==> src/rtl/ceic_pkg.sv <==
package ceic_pkg;

    localparam int SEL_W = 3;

    typedef enum logic [SEL_W-1:0] {
        SEL_HSTAT = 3'd0,
        SEL_HEN   = 3'd1,
        SEL_MSTAT = 3'd2,
        SEL_MEN   = 3'd3,
        SEL_WMARK = 3'd4
    } reg_sel_e;

    // host status: bit0 copy-complete, bit1 high mark, bit2 low mark
    typedef struct packed {
        logic wlo;
        logic whi;
        logic cc;
    } hstat_t;

    // host enable: bit0 copy-complete, bit1 watermark group
    typedef struct packed {
        logic wm_en;
        logic cc_en;
    } hen_t;

    function automatic int eng_width(input int n);
        return (n <= 1) ? 1 : $clog2(n);
    endfunction

    function automatic int addr_width(input int n);
        return 1 + eng_width(n) + SEL_W;
    endfunction

    function automatic logic pending_of(input hstat_t hs, input hen_t en,
                                        input logic ms, input logic men);
        return (hs.cc & en.cc_en) | ((hs.whi | hs.wlo) & en.wm_en) | (ms & men);
    endfunction

endpackage

==> src/rtl/ceic_wm_detect.sv <==
module ceic_wm_detect #(
    parameter int OCC_W = 8
) (
    input  logic             clk,
    input  logic             rst,
    input  logic [OCC_W-1:0] occ,
    input  logic [OCC_W-1:0] lo_mark,
    input  logic [OCC_W-1:0] hi_mark,
    output logic             hi_evt,
    output logic             lo_evt
);

    logic above_now, below_now;
    logic above_q, below_q;

    assign above_now = occ > hi_mark;
    assign below_now = occ < lo_mark;
    assign hi_evt    = above_now & ~above_q;
    assign lo_evt    = below_now & ~below_q;

    always_ff @(posedge clk) begin
        if (rst) begin
            above_q <= 1'b0;
            below_q <= 1'b0;
        end else begin
            above_q <= above_now;
            below_q <= below_now;
        end
    end


    hi_single_chk: assert property (@(posedge clk) disable iff (rst)
        hi_evt |=> !hi_evt);


    lo_single_chk: assert property (@(posedge clk) disable iff (rst)
        lo_evt |=> !lo_evt);

endmodule

==> src/rtl/ceic_engine.sv <==
module ceic_engine
    import ceic_pkg::*;
#(
    parameter int OCC_W     = 8,
    parameter int RING_SIZE = 16
) (
    input  logic               clk,
    input  logic               rst,
    input  logic               wr_en,
    input  reg_sel_e           sel,
    input  logic [2*OCC_W-1:0] wdata,
    input  logic               cc_evt,
    input  logic               err_evt,
    input  logic [OCC_W-1:0]   occ,
    output logic [2*OCC_W-1:0] rdata,
    output logic               pending
);

    hstat_t           hs_q, hs_set, hs_clr;
    hen_t             hen_q;
    logic             ms_q, men_q;
    logic [OCC_W-1:0] lo_q, hi_q;
    logic             hi_evt, lo_evt;
    logic             wr_hs, wr_hen, wr_ms, wr_men, wr_wm;

    ceic_wm_detect #(.OCC_W(OCC_W)) u_wm (
        .clk     (clk),
        .rst     (rst),
        .occ     (occ),
        .lo_mark (lo_q),
        .hi_mark (hi_q),
        .hi_evt  (hi_evt),
        .lo_evt  (lo_evt)
    );

    assign wr_hs  = wr_en && (sel == SEL_HSTAT);
    assign wr_hen = wr_en && (sel == SEL_HEN);
    assign wr_ms  = wr_en && (sel == SEL_MSTAT);
    assign wr_men = wr_en && (sel == SEL_MEN);
    assign wr_wm  = wr_en && (sel == SEL_WMARK);

    assign hs_set = '{wlo: lo_evt, whi: hi_evt, cc: cc_evt};
    assign hs_clr = wr_hs ? hstat_t'(wdata[2:0]) : hstat_t'(3'b000);

    always_ff @(posedge clk) begin
        if (rst) begin
            hs_q  <= '0;
            hen_q <= '0;
            ms_q  <= 1'b0;
            men_q <= 1'b0;
            lo_q  <= '0;
            hi_q  <= OCC_W'(RING_SIZE);
        end else begin
            hs_q <= hstat_t'((hs_q & ~hs_clr) | hs_set);
            ms_q <= (ms_q & ~(wr_ms & wdata[0])) | err_evt;
            if (wr_hen) hen_q <= hen_t'(wdata[1:0]);
            if (wr_men) men_q <= wdata[0];
            if (wr_wm) begin
                lo_q <= wdata[OCC_W-1:0];
                hi_q <= wdata[2*OCC_W-1:OCC_W];
            end
        end
    end

    always_comb begin
        rdata = '0;
        unique case (sel)
            SEL_HSTAT: rdata[2:0] = hs_q;
            SEL_HEN:   rdata[1:0] = hen_q;
            SEL_MSTAT: rdata[0]   = ms_q;
            SEL_MEN:   rdata[0]   = men_q;
            SEL_WMARK: rdata      = {hi_q, lo_q};
            default:   rdata      = '0;
        endcase
    end

    assign pending = pending_of(hs_q, hen_q, ms_q, men_q);


    cc_set_chk: assert property (@(posedge clk) disable iff (rst)
        cc_evt |=> hs_q.cc);


    cc_clear_chk: assert property (@(posedge clk) disable iff (rst)
        (wr_hs && wdata[0] && !cc_evt) |=> !hs_q.cc);


    whi_keep_chk: assert property (@(posedge clk) disable iff (rst)
        (wr_hs && !wdata[1] && hs_q.whi) |=> hs_q.whi);


    whi_set_chk: assert property (@(posedge clk) disable iff (rst)
        hi_evt |=> hs_q.whi);


    wlo_set_chk: assert property (@(posedge clk) disable iff (rst)
        lo_evt |=> hs_q.wlo);


    err_set_chk: assert property (@(posedge clk) disable iff (rst)
        err_evt |=> ms_q);


    wm_hold_chk: assert property (@(posedge clk) disable iff (rst)
        !wr_wm |=> ($stable(lo_q) && $stable(hi_q)));

endmodule

==> src/rtl/ce_irq_ctrl.sv <==
module ce_irq_ctrl
    import ceic_pkg::*;
#(
    parameter int NUM_ENG   = 8,
    parameter int OCC_W     = 8,
    parameter int DATA_W    = 32,
    parameter int RING_SIZE = 16
) (
    input  logic                             clk,
    input  logic                             rst,
    input  logic                             wr_en_i,
    input  logic [addr_width(NUM_ENG)-1:0]   addr_i,
    input  logic [DATA_W-1:0]                wr_data_i,
    output logic [DATA_W-1:0]                rd_data_o,
    input  logic [NUM_ENG-1:0]               cc_evt_i,
    input  logic [NUM_ENG-1:0]               err_evt_i,
    input  logic [NUM_ENG*OCC_W-1:0]         occ_i,
    output logic                             irq_o
);

    localparam int ENG_W  = eng_width(NUM_ENG);
    localparam int ADDR_W = addr_width(NUM_ENG);
    localparam int RD_W   = 2 * OCC_W;

    logic             glb;
    logic [ENG_W-1:0] eng;
    reg_sel_e         sel;
    logic [RD_W-1:0]  eng_rd [NUM_ENG];
    logic [NUM_ENG-1:0] summary;

    assign glb = addr_i[ADDR_W-1];
    assign eng = addr_i[ADDR_W-2:SEL_W];
    assign sel = reg_sel_e'(addr_i[SEL_W-1:0]);

    generate
        for (genvar e = 0; e < NUM_ENG; e++) begin : g_eng
            logic wr_me;
            assign wr_me = wr_en_i && !glb && (eng == ENG_W'(e));

            ceic_engine #(
                .OCC_W     (OCC_W),
                .RING_SIZE (RING_SIZE)
            ) u_eng (
                .clk     (clk),
                .rst     (rst),
                .wr_en   (wr_me),
                .sel     (sel),
                .wdata   (wr_data_i[RD_W-1:0]),
                .cc_evt  (cc_evt_i[e]),
                .err_evt (err_evt_i[e]),
                .occ     (occ_i[e*OCC_W +: OCC_W]),
                .rdata   (eng_rd[e]),
                .pending (summary[e])
            );
        end

        if (DATA_W > RD_W) begin : g_spare
            logic unused_wdata;
            assign unused_wdata = ^wr_data_i[DATA_W-1:RD_W];
        end
    endgenerate

    always_comb begin
        rd_data_o = '0;
        if (glb) begin
            rd_data_o[NUM_ENG-1:0] = summary;
        end else if (int'(eng) < NUM_ENG) begin
            rd_data_o[RD_W-1:0] = eng_rd[eng];
        end
    end

    always_ff @(posedge clk) begin
        if (rst) irq_o <= 1'b0;
        else     irq_o <= |summary;
    end


    irq_rise_chk: assert property (@(posedge clk) disable iff (rst)
        (|summary) |=> irq_o);


    irq_quiet_chk: assert property (@(posedge clk) disable iff (rst)
        !(|summary) |=> !irq_o);

endmodule

==> config.mk <==
export PLATFORM = sky130hd
export DESIGN_NAME = ce_irq_ctrl
export DESIGN_NICKNAME = d
export VERILOG_FILES = /design/src/rtl/ceic_pkg.sv /design/src/rtl/ceic_wm_detect.sv /design/src/rtl/ceic_engine.sv /design/src/rtl/ce_irq_ctrl.sv
export SDC_FILE = /design/constraint.sdc
export NUM_CORES = 1
export LEC_CHECK = 0
export CORE_ASPECT_RATIO = 0.7
export CORE_MARGIN = 2
export CORE_UTILIZATION = 55
export CTS_BUF_LIST = sky130_fd_sc_hd__clkbuf_8
export DETAILED_ROUTE_END_ITERATION = 8
export DONT_BUFFER_PORTS = 1
export PLACE_DENSITY = 0.71
export SLEW_MARGIN = 40
export SYNTH_ARGS = -nofsm -noshare
export SYNTH_HDL_FRONTEND = slang
export SYNTH_SLANG_ARGS = --single-unit
==> constraint.sdc <==
create_clock -name clk -period 4.6 [get_ports clk]
set_clock_uncertainty 0.1 [all_clocks]
set_input_delay 0.23 -clock clk [delete_from_list [all_inputs] [get_ports clk]]
set_output_delay 0.23 -clock clk [all_outputs]
set_load 0.02 [all_outputs]
======== After elaboration in Yosys (flattened, before gate mapping) ========
Index checks and enable logic that the tools add are counted.
storage, ports and cells
  output and inout port bits .............. 33
  register bits ........................... 201
operators by class
  bitwise operators ....................... 137
  equal/unequal tests ..................... 11
  order comparisons ....................... 17
  reduce and logical (&&, ||, !) cells .... 53
  muxes and demuxes ....................... 45
operators with widths
  operator                                              count
  2-to-1 mux 13 bit                                     8
  greater-than comparator 8 bit                         8
  less-than comparator 8 bit                            8
  bitwise AND 1 bit                                     56
  logical AND 1 bit                                     49
  binary-select mux 16 bit (select 3 bit)               1
  one-hot mux 1 bit (5 select lines)                    8
  2-to-1 mux 16 bit                                     2
  bitwise OR 1 bit                                      32
  bitwise AND 3 bit                                     8
  2-to-1 mux 3 bit                                      8
  inverter 1 bit                                        24
  inverter 3 bit                                        8
  bitwise OR 3 bit                                      8
  one-hot mux 1 bit (3 select lines)                    8
  2-to-1 mux 8 bit                                      2
  one-hot mux 1 bit (2 select lines)                    8
  equality test 3 bit (second input constant)           5
  equality test 3 x 2 -> 1 bit (second input constant)  4
  OR reduction 8 bit                                    1
  equality test 3 x 1 -> 1 bit (second input constant)  2
  logical NOT 3 bit                                     2
  >= comparator 4 bit (second input constant)           1
  inverter 3 -> 4 bit                                   1
  logical NOT 1 bit                                     1

======== Logic depth before layout (Yosys ltp) ========
Gate-level depths: netlist (run 1).
  depth after elaboration ................. 8
  gate-level depth with buffers ........... 8
  depth with buffers taken out ............ 8

======== Hierarchy ========
Synthesis (run 1) repeated with hierarchy kept, for this count alone.
second synthesis, totals
  cell total of the unflattened synthesis .. 1675
  area total of the unflattened synthesis .. 13768.2 sq um
modules (own cells, without submodules)
  module          area each (sq um)  cells an instance  instances  sequential area each (sq um)
  ceic_engine     1092.3             134                8          460.4
  ceic_wm_detect  456.7              57                 8          40.0
  ce_irq_ctrl     1376.3             147                1          20.0

======== Worst setup path before layout (run 1) ========
No wires, ideal clock.
  path type ............................... input port to output port
  start point ............................. in addr_i[3]
  end point ............................... out rd_data_o[0]
  setup slack ............................. 2.582 ns
  data required time ...................... 4.270 ns
  path buffers ............................ 3
  data arrival time ....................... 1.688 ns
  stages on the path ...................... 7
  cell sequence ........................... buf_2 -> buf_2 -> buf_2 -> a21oi_1 -> o21ai_0 -> nand3_1 -> a311oi_1
between the ends
  word-level cells in the longest chain between the ends .. 5
ends and longest elaborated chain
  what                                                  RTL line           source
  start: declaration                                    ce_irq_ctrl.sv:12  input logic [addr_width(NUM_ENG)-1:0] addr_i,
  inverter 3 -> 4 bit (implied by the code)             ce_irq_ctrl.sv:68  rd_data_o[RD_W-1:0] = eng_rd[eng];
  binary-select mux 16 bit (select 3 bit)               ce_irq_ctrl.sv:68
  2-to-1 mux 16 bit (implied by the code) (2 in a row)  ce_irq_ctrl.sv:68
  2-to-1 mux 8 bit                                      ce_irq_ctrl.sv:65  if (glb) begin
  end: declaration                                      ce_irq_ctrl.sv:14  output logic [DATA_W-1:0] rd_data_o,
Every way passes these cells. The select of a mux whose other input is x is not followed.

======== Worst setup path after layout (run 1) ========
  start point ............................. reg g_eng[5].u_eng.hs_q[0] (netlist bit)
  end point ............................... out rd_data_o[0]
between the ends
  word-level cells in the longest chain between the ends .. 5
ends and longest elaborated chain
  what                                                  RTL line           source
  start: declaration                                    ceic_engine.sv:19  hstat_t hs_q, hs_set, hs_clr;
  start signal: assignment                              ceic_engine.sv:54  hs_q <= hstat_t'((hs_q & ~hs_clr) | hs_set);
  one-hot mux 1 bit (5 select lines)                    ceic_engine.sv:67  unique case (sel)
  binary-select mux 16 bit (select 3 bit)               ce_irq_ctrl.sv:68
  2-to-1 mux 16 bit (implied by the code) (2 in a row)  ce_irq_ctrl.sv:68
  2-to-1 mux 8 bit                                      ce_irq_ctrl.sv:65
Every way passes these cells. The select of a mux whose other input is x is not followed.

==> results.ini, run 1 <==
[critical_path]
r2r-end = g_eng[7].u_eng.u_wm.below_q
crit_arrival_ps = 2380
path_class = reg -> out
cp-start-kind = flip-flop
path_cells = mux2i_1 -> nor2_1 -> a21oi_1 -> o311ai_0 -> a31oi_1 -> a311oi_1
r2r_slack_ps = 2070
worstReg2RegStart = g_eng[7].u_eng.lo_q[5]
cpMaxStageDelayCell = a311oi_1
worstRegToRegCells = 8
crit_fanout = 3
end_kind = output port
required_ps = 4270
cpPeakStageDelay_ps = 680

[routing]
drt_wl_total_mm = 38.63
num_vias = 11010
first_iter_violations = 1116
drtAntennaViolNets = 0
viasPerCell = 6.052
drc = 0
wl_per_cell_um = 21.24
first_pass_iters = 5

[yosys]
synthSimpleGateAreaFrac_pct = 19.00
yosysUniqueCellTypes = 58
synth.most_common_cell = nand2_1
async_flop_share_pct = 0
synth_top_family_by_area = simple AND/OR/NAND/NOR gates
synth_edf_count = 0
yosys.area.top_type = dfxtp_1
ys_seq_area_share_pct = 32.55
syn_inst = 1500
yosys.area.top_type_share_pct = 32.55
synth-xor-area-share_pct = 0
yosys-top-cells-area = dfxtp_1 33%, ha_1 12%, nand2_1 9.4%
synth_compound_area_share_pct = 17.95
syn-cell-area_sq_um = 12360
yosys-top-cells-count = 311 x nand2_1, 201 x dfxtp_1, 183 x a21oi_1
muxShareOfSynthArea_pct = 9.453
synthAdderAreaFrac_pct = 12.15
yosysWarnings = 0
ys.flop_type = dfxtp_1
ys_ff_latch = 201
synth_area_per_cell_sq_um = 8.241

[power_and_ir_drop]
p_leak_nw = 5.018
p_seq_share_pct = 46.4
total_power_mw = 3.908
power_density_nw_per_um2 = 287.3
p_int_mw = 2.893
switching_share_pct = 25.98
p_switching_mw = 1.015
comb_power_share_pct = 10.1
vdd_drop_max_mv = 0.2288
power_frac_clock_pct = 43.4

[timing]
rsz0062_at_grt = false
fin_crit_sh_pct = 58.87
max_slew.worst_pin.slew_ps = 960.1
hold_viol_final = 3
setup_viol_count_final = 0
relSlewSlack_pct = 36.00
fin_tns_setup_ps = 0
whs_ps = -40.31
fin_crit_ps = 2708
slew_viol_final = 0
max_freq_mhz = 369.2

[floorplan]
start_util_pct = 56.59
num_rows = 45
io_pins = 155
die_w_um = 183.2
die_y_um = 129.4
core_sq_um = 21850
dieArea_sq_um = 23710

[cts]
cts_htree_levels = 1
cts_tree = yes
clk_pin_slew_ps = 70
clock_path_buffers = 3
clk_latency_ps = 590
cts-root-buf = clkbuf_8
cts_resized = 0
clock_sinks = 201
cts_made_buffers = 31

[placed_design]
dpl.hpwl_mm = 27.24
placed_cell_area_sq_um = 12180
gp_congestion = 0.8960
port_buffers = 0

[worst_hold_path]
hold_depth = 2
min_to = g_eng[3].u_eng.hen_q[1]
worst_hold_path_type = in -> reg
hold_start = rst

[global_route]
grt_usage_pct = 32.45
grt_max_degree = 195
grt_pass1_vias = 10490
grt_pass1_wl_mm = 58.98
antenna_found_initial = 2
grt-ovfl-total = 0

[final_layout]
final_util_pct = 62.25
regArea_sq_um = 4024
fin_area_sq_um = 13600
nets = 1753
multiInputGateArea_sq_um = 7300
drive_gt1_share_pct = 7.818
areaGrowthSynthToFinish_pct = 10.01
fillers = 1935

[status]
status = finished, violations left
violations = hold timing

[run]
cap_violations = 0

[power by group through the flow]
stage,Clock [mW],Combinational (mW),Sequential [mW]
6_report,1.70,0.397,1.81
5_1_grt,1.77,0.436,1.82
4_1_cts,1.70,0.390,1.81
3_5_place_dp,0,0.279,1.85
3_3_place_gp,0,0.269,1.85
2_1_floorplan,0,0.317,1.84
[state kept, by name, indices dropped and copies added, names as in the netlist]
signal and flops:
g_eng.u_eng.hi_q 64, g_eng.u_eng.lo_q 64, g_eng.u_eng.hs_q 24, g_eng.u_eng.hen_q 16, g_eng.u_eng.men_q 8, g_eng.u_eng.ms_q 8, g_eng.u_eng.u_wm.above_q 8, g_eng.u_eng.u_wm.below_q 8
irq_o 1
[cell families (layout without fill, tap and decap cells)]
family	count (synthesis)	in the layout
buffers and inverters	241	261
muxes	80	80
adders and majority gates	120	120
other	1	18
and+or+nand+nor	495	495
AOI/OAI and AO/OA	362	362
DFF	201	201
[worst max-delay path by stage]
stage,end,startpoint,depth (start not counted)
after floorplan,rd_data_o[0],addr_i[3],7
final,rd_data_o[0],g_eng[5].u_eng.hs_q[0],6
after global placement,rd_data_o[6],addr_i[1],3
after detailed placement,rd_data_o[4],addr_i[1],3
after CTS,rd_data_o[0],g_eng[5].u_eng.hs_q[0],6
after global routing,rd_data_o[0],g_eng[5].u_eng.hs_q[0],6
[final cells by class]
class                           count  share of cell area (%)
Multi-Input combinational cell   1073                   53.68
Sequential cell                   201                   29.59
Timing Repair Buffer               69                   5.244
Clock buffer                       39                   3.947
Inverter                          135                   3.726
Tap cell                          282                   2.595
Clock inverter                     18                   1.187
Antenna cell                        2                 0.03680
[critical path: cells and delay by family (launching register included)]
kind / cells / cell delay [ps]
muxes: 1 / 110
and+or+nand+nor: 1 / 100
DFF: 1 / 360
AOI/OAI and AO/OA: 4 / 1210
[through the flow]
| stage | cells | setup WS (ps) |
|---|---|---|
| after floorplan | 1515 | 2582 |
| after global placement | 1691 | 2141 |
| after detailed placement | 1691 | 2226 |
| after CTS | 1817 | 1894 |
| after global routing | 1817 | 1807 |
| final | 1819 | 1892 |
[layout by cell type, fill, tap and decap left out, types with 9 or more instances in the layout]
cell,n
dlygate4sd3_1,66
nand3_1,17
and4_1,16
nor2_1,54
conb_1,16
mux4_2,29
clkbuf_8,39
o21ai_1,9
a31oi_1,10
a21oi_1,183
o31ai_1,9
nand2_1,311
nor4_1,9
inv_1,139
a21o_1,32
mux2i_1,47
o21a_1,17
a221oi_1,11
nor2_4,17
nor2b_1,11
o221ai_1,9
o211ai_1,10
nand2b_1,15
ha_1,120
dfxtp_1,201
a22oi_1,12
o21ai_0,34
clkinv_2,9
[routing by layer]
metal | vias to the layer above | GRT usage [%] | share of wire (%)
li1 | 5200 | - | -
met1 | 5182 | 45.28 | 43
met2 | 544 | 48.13 | 42
met3 | 80 | 9.106 | 12
met4 | 2 | 11.86 | 3.5
met5 | - | 0 | 0.034
[repair_timing]
action                    CTS  global route
setup buffers               0             0
hold buffers               69             0
hold endpoints to repair  201             0
(Power assumes the default switching activity.)
==> inputs of run 2 (changes only) <==
- ABC_AREA: unset -> 1
- PLACE_DENSITY: 0.71 -> 0.74
- clock period: 4.6 -> 2.2 ns (I/O delays scaled with it)
==> results.ini, run 2 <==
[cts]
cts_made_buffers = 34  ; +9.7%
clk_latency_ps = 530  ; -60 ps
clock_path_buffers = 3  ; unchanged
clock_sinks = 201  ; unchanged
cts_tree = yes
clk_pin_slew_ps = 60  ; about the same
cts-root-buf = clkbuf_8
cts_htree_levels = 2  ; +1

[yosys]
yosys.area.top_type_share_pct = 34.71  ; +2.2 points
synth.most_common_cell = a21oi_1
ys_seq_area_share_pct = 34.71  ; +2.2 points
yosysWarnings = 0  ; unchanged
yosys.area.top_type = dfxtp_1
yosys-top-cells-count = 219 x a21oi_1, 201 x dfxtp_1, 192 x inv_1, 192 x nand2_1, 147 x o21ai_0
async_flop_share_pct = 0  ; unchanged
syn_inst = 1574  ; +4.9%
syn-cell-area_sq_um = 11590  ; -6.2%
synth_edf_count = 0  ; unchanged
ys.flop_type = dfxtp_1
yosysUniqueCellTypes = 35  ; -40%
yosys-top-cells-area = dfxtp_1 35%, ha_1 13%, a21oi_1 9.5%
ys_ff_latch = 201  ; unchanged
synth_area_per_cell_sq_um = 7.365  ; -11%

[timing]
relSlewSlack_pct = 38.11  ; +2.1 points
whs_ps = 8.511  ; +48.82 ps
slew_viol_final = 0  ; unchanged
hold_viol_final = 0  ; -3
fin_crit_sh_pct = 99.65
max_slew.worst_pin.slew_ps = 927.3  ; -32.78 ps
fin_crit_ps = 2192
fin_tns_setup_ps = 0  ; unchanged
max_freq_mhz = 456.2
setup_viol_count_final = 0  ; unchanged
setup_ws_ps = 7.745  ; -1884 ps

[worst_hold_path]
worst_hold_path_type = in -> reg

[global_route]
grt_pass1_wl_mm = 60.13  ; +1.9%
grt-ovfl-total = 0  ; unchanged
antenna_found_initial = 2  ; unchanged
grt_usage_pct = 34.80  ; +2.3 points
grt_max_degree = 43  ; -78%
grt_pass1_vias = 11020  ; +5.1%

[routing]
drt_wl_total_mm = 39.05  ; +1.1%
first_iter_violations = 1338  ; +20%
viasPerCell = 5.999  ; -0.86%
drtAntennaViolNets = 0  ; unchanged
drc = 0  ; unchanged
num_vias = 11790  ; +7.1%
first_pass_iters = 8  ; +3
wl_per_cell_um = 19.87  ; -6.4%

[final_layout]
fin_cells = 1965  ; +8.0%
drive_gt1_share_pct = 8.531  ; +0.71 points
final_common_cell = a21oi_1
top_regs = g_eng.u_eng.hi_q x64, g_eng.u_eng.lo_q x64, g_eng.u_eng.hs_q x24
nets = 1906  ; +8.7%
layout_common_cells = 219 x a21oi_1, 201 x dfxtp_1, 196 x inv_1
areaGrowthSynthToFinish_pct = 16.52
fin_area_sq_um = 13510  ; -0.67%

[critical_path]
path_class = in -> out
cpMaxStageDelayCell = dlygate4sd3_1
required_ps = 1990  ; -2280 ps
crit_arrival_ps = 1980  ; -400 ps
r2r_slack_ps = 110  ; -1960 ps
crit_fanout = 12  ; +9
cpPeakStageDelay_ps = 550  ; -130 ps
path_cells = dlygate4sd3_1 -> inv_1 -> nand2_2 -> buf_4 -> o22ai_1 -> nor3_1 -> nor3_1 -> buf_4
cp-start-kind = primary input
end_kind = output port

[power_and_ir_drop]
p_leak_nw = 5.473  ; +9.1%
vdd_drop_max_mv = 0.3934  ; +72%
power_frac_clock_pct = 42.4  ; -1.0 points
comb_power_share_pct = 12.0  ; +1.9 points
p_switching_mw = 2.313  ; +130%
power_density_nw_per_um2 = 615.7  ; +110%
switching_share_pct = 27.81  ; +1.8 points
p_int_mw = 6.004  ; +110%
p_seq_share_pct = 45.6  ; -0.8 points

[placed_design]
gp_congestion = 0.9300  ; +3.8%
place_inst = 1802  ; +6.6%
placed_cell_area_sq_um = 11770  ; -3.4%
port_buffers = 0  ; unchanged
dpl.hpwl_mm = 27.52  ; +1.0%
post-place-ws_ps = 491.2  ; -1735 ps

[floorplan]
core_sq_um = 20700  ; -5.2%
start_util_pct = 56.00  ; -0.58 points
dieArea_sq_um = 22270  ; -6.1%
num_rows = 44  ; -2.2%
io_pins = 155  ; unchanged
die_y_um = 125.5  ; -3.1%
die_w_um = 177.5  ; -3.1%

[status]
status = finished clean

[run]
cap_violations = 0  ; unchanged

-- run 2: cell types whose count changed after synthesis, moves of 36 or more --
cell,previous run,this run
a21oi_1,183,219
nand3_1,17,101
o21ai_1,8,53
o21ai_0,35,147
o22ai_1,3,41
nand2_1,311,192
inv_1,135,192
mux2i_1,47,0
-- run 2: what timing repair did --
action / in CTS / in global routing
hold buffers: 101 / 1
setup buffers: 0 / 1
endpoints found under the hold margin: 199 / 9
setup endpoints to repair: 0 / 14
resized for setup: 0 / 15
-- run 2: worst max-delay path: cells and delay by family --
family          cells  cell delay [ps]
compound gates      1              120
buf+inv             4             1030
simple gates        3              710
-- run 2: final cells by class --
type / instances / area [sq um]
fillers: 1807 / 7192
multi-input cells: 1082 / 6360
flip-flops and latches: 201 / 4024
repair buffers: 127 / 1245
inverters: 218 / 829.5
clock buffers: 43 / 591.8
well taps: 276 / 345.3
clock inverters: 17 / 110.1
diodes: 1 / 2.502
-- run 2: final timing paths --
path                                      end  cells past startpoint                        start
setup / recovery                rd_data_o[13]                      8                    addr_i[3]
hold reg to reg        g_eng[4].u_eng.hs_q[2]                      1  g_eng[4].u_eng.u_wm.below_q
hold / removal    g_eng[4].u_eng.u_wm.above_q                      5                    occ_i[39]
setup reg to reg       g_eng[1].u_eng.hs_q[2]                      8       g_eng[1].u_eng.lo_q[3]
-- run 2: power by group through the flow --
stage	Clock (mW)	Sequential (mW)	Combinational [mW]
2_1_floorplan	0	3.85	0.619
3_3_place_gp	0	3.87	0.719
3_5_place_dp	0	3.87	0.749
4_1_cts	3.53	3.79	0.963
5_1_grt	3.67	3.80	1.10
6_report	3.52	3.79	1.00
-- run 2: kinds of logic after synthesis --
kind of cell,Yosys count,share of synthesized area (%)
adder cells (fa/ha/maj),120,12.95
AND/OR/NAND/NOR,441,17.85
AO/OA/AOI/OAI,505,23.35
flip-flops,201,34.71
other,1,0.03235
buffers and inverters,306,11.11
-- run 2: stage by stage --
stage,power (mW),util [%]
after floorplan,4.465,-
after global placement,4.588,56.86
after detailed placement,4.620,56.86
after CTS,8.281,65.14
after global routing,8.571,65.24
final,8.317,65.26
-- run 2: layer usage --
| layer | up-vias | GRT usage (%) | part of all wire, % | routed length [um] |
|---|---|---|---|---|
| met3 | 104 | 8.364 | 12 | 4642 |
| met2 | 727 | 52.39 | 43 | 16820 |
| met4 | 2 | 13.31 | 3.3 | 1289 |
| met5 | - | 0 | 0.031 | 12 |
| li1 | 5553 | - | - | - |
| met1 | 5403 | 48.15 | 42 | 16290 |
==> inputs of run 3 (changes only) <==
- CORE_UTILIZATION: 55 -> 43
- PLACE_DENSITY: 0.74 -> 0.61
- SYNTH_HIERARCHICAL: unset -> 1
==> results.ini, run 3 <==
[timing]
max_slew.worst_pin.slew_ps = 956.0  ; +28.68 ps
setup_viol_count_final = 0  ; unchanged
rsz0062_at_grt = true
fin_tns_setup_ps = 0  ; unchanged
hold_viol_final = 3  ; +3
fin_crit_sh_pct = 99.10  ; -0.55 points
whs_ps = -3.832  ; -12.34 ps
fin_crit_ps = 2180  ; -12.05 ps
max_freq_mhz = 458.7  ; +0.55%
slew_viol_final = 0  ; unchanged
relSlewSlack_pct = 36.06  ; -2.1 points

[critical_path]
cp-start-kind = flip-flop
required_ps = 1990  ; about the same
end_kind = output port
path_cells = inv_1 -> o21ai_0 -> nand2_1 -> nand2_1 -> nand2_1 -> nand3_1 -> nand3_1 -> nand2_2
crit_arrival_ps = 1970  ; about the same
cpMaxStageDelayCell = o21ai_0
cpPeakStageDelay_ps = 430  ; -120 ps
path_class = reg -> out
critPathLaunch = g_eng[5].u_eng/lo_q[2]
crit_fanout = 2  ; -10
worstReg2RegStart = g_eng[4].u_eng/hi_q[5]
critPathMostFrequentCell = nand2_1

[cts]
cts_htree_levels = 2  ; unchanged
clk_pin_slew_ps = 60  ; about the same
clock_path_buffers = 3  ; unchanged
cts_made_buffers = 38  ; +12%
clock_sinks = 201  ; unchanged
cts_tree = yes
clk_latency_ps = 560  ; +30 ps
cts-root-buf = clkbuf_8

[global_route]
grt_usage_pct = 29.12  ; -5.7 points
grt_max_degree = 66  ; +53%
antenna_found_initial = 4  ; +2
grt_pass1_vias = 14690  ; +33%
grt-ovfl-total = 0  ; unchanged
grt_pass1_wl_mm = 83.68  ; +39%

[placed_design]
dpl.hpwl_mm = 37.96  ; +38%
port_buffers = 0  ; unchanged
place_inst = 3067  ; +70%
gp_congestion = 0.9728  ; +4.6%

[routing]
wl_per_cell_um = 16.74  ; -16%
first_pass_iters = 6  ; -2
num_vias = 16070  ; +36%
drtAntennaViolNets = 0  ; unchanged
first_iter_violations = 1576  ; +18%
drc = 0  ; unchanged
drt_wl_total_mm = 55.25  ; +41%
viasPerCell = 4.869  ; -19%

[yosys]
yosys.area.top_type_share_pct = 26.00  ; -8.7 points
ys_seq_area_share_pct = 26.00  ; -8.7 points
syn_inst = 2630  ; +67%
ys.flop_type = dfxtp_1
ys_ff_latch = 201  ; unchanged
yosys-top-cells-count = 853 x nand2_1, 620 x inv_1, 308 x nor2_1
yosysWarnings = 6  ; +6
yosysUniqueCellTypes = 31  ; -11%
synth_area_per_cell_sq_um = 5.883  ; -20%
async_flop_share_pct = 0  ; unchanged
synth.most_common_cell = nand2_1
syn-cell-area_sq_um = 15470  ; +33%
synth_edf_count = 0  ; unchanged
yosys.area.top_type = dfxtp_1
yosys-top-cells-area = dfxtp_1 26%, nand2_1 21%, inv_1 15%

[final_layout]
layout_common_cells = 845 x nand2_1, 630 x inv_1, 302 x nor2_1
drive_gt1_share_pct = 9.862  ; +1.3 points
fin_cells = 3300  ; +68%
final_common_cell = nand2_1
areaGrowthSynthToFinish_pct = 18.82
nets = 3037  ; +59%
fillers = 3699  ; +100%
top_regs = g_eng.u_eng/hi_q x64, g_eng.u_eng/lo_q x64, g_eng.u_eng/hs_q x24

[floorplan]
start_util_pct = 43.34  ; -13 points
dieArea_sq_um = 37540  ; +69%
die_w_um = 230.7  ; +30%
io_pins = 155  ; unchanged
num_rows = 58  ; +32%
core_sq_um = 35700  ; +72%
die_y_um = 162.7  ; +30%

[power_and_ir_drop]
total_power_mw = 8.732  ; +5.0%
vdd_drop_max_mv = 0.4612  ; +17%
p_leak_nw = 9.252  ; +69%
power_density_nw_per_um2 = 474.9  ; -23%

[status]
status = finished, violations left
violations = hold timing

[run]
cap_violations = 0  ; unchanged

[worst_hold_path]
hold_start = wr_data_i[8]
worst_hold_path_type = in -> reg

[run 3: layout make-up]
| cell class | instances | area (sq um) | share of cell area, % |
|---|---|---|---|
| clock inverters | 20 | 83.83 | 0.4559 |
| inverters | 660 | 2509 | 13.64 |
| repair buffers | 185 | 1882 | 10.23 |
| flip-flops and latches | 201 | 4055 | 22.06 |
| multi-input cells | 1709 | 8648 | 47.04 |
| well taps | 480 | 600.6 | 3.266 |
| clock buffers | 44 | 605.6 | 3.294 |
| diodes | 1 | 2.502 | 0.01361 |
[run 3: cell families (layout without fill, tap and decap cells)]
family / after synthesis / after routing / share of synthesized area (%)
buffers and inverters: 735 / 909 / 19.29
flip-flops: 201 / 201 / 26.00
adder cells (fa/ha/maj): 120 / 120 / 9.703
AND/OR/NAND/NOR: 1416 / 1416 / 39.09
AO/OA/AOI/OAI: 157 / 157 / 5.887
other: 1 / 17 / 0.02423
[run 3: final timing paths]
check | depth (start not counted) | endpoint | slack [ps]
min | 5 | g_eng[5].u_eng/hi_q[0] | -4
min reg2reg | 2 | g_eng[6].u_eng/hi_q[4] | 370
max | 8 | rd_data_o[2] | 20
max reg2reg | 10 | g_eng[4].u_eng/hs_q[1] | 120
[run 3: metal layers]
layer / vias up / share of wire, % / track usage [%]
met5: - / 0.080 / 0
met4: 6 / 3.0 / 8.622
met3: 109 / 10 / 7.843
met2: 658 / 42 / 43.92
met1: 7254 / 45 / 40.55
li1: 8042 / - / -
[run 3: what timing repair did]
| action | 4_1_cts | 5_1_grt |
|---|---|---|
| pin swaps | 0 | 22 |
| gates cloned | 0 | 0 |
| hold endpoints to repair | 201 | 0 |
| endpoints found under the setup margin | 4 | 20 |
| resized for setup | 6 | 62 |
| hold buffers | 173 | 0 |
| buffers inserted | 0 | 1 |
[run 3: power breakdown]
group / switching (mW) / internal [mW] / leakage [nW]
logic: 0.886 / 0.556 / 7.20
clock network: 1.71 / 1.81 / 0.412
registers: 0.0468 / 3.72 / 1.64
total: 2.64 / 6.09 / 9.25
[run 3: critical path: cells and delay by family (launching register included)]
kind            cells  cell delay (ps)
flops               1              330
buf+inv             1               50
compound gates      1              430
simple gates        6              600
[run 3: through the flow]
stage	setup slack, ps	utilization (%)	hold WS [ps]	cell area [sq um]
3_3_place_gp	386.6	44.17	95.29	15770
3_5_place_dp	380.1	44.17	99.65	15770
6_report	19.80	51.50	-3.832	18390
2_1_floorplan	439.2	-	79.07	15530
5_1_grt	-36.56	51.49	8.310	18380
4_1_cts	11.93	51.17	3.174	18270
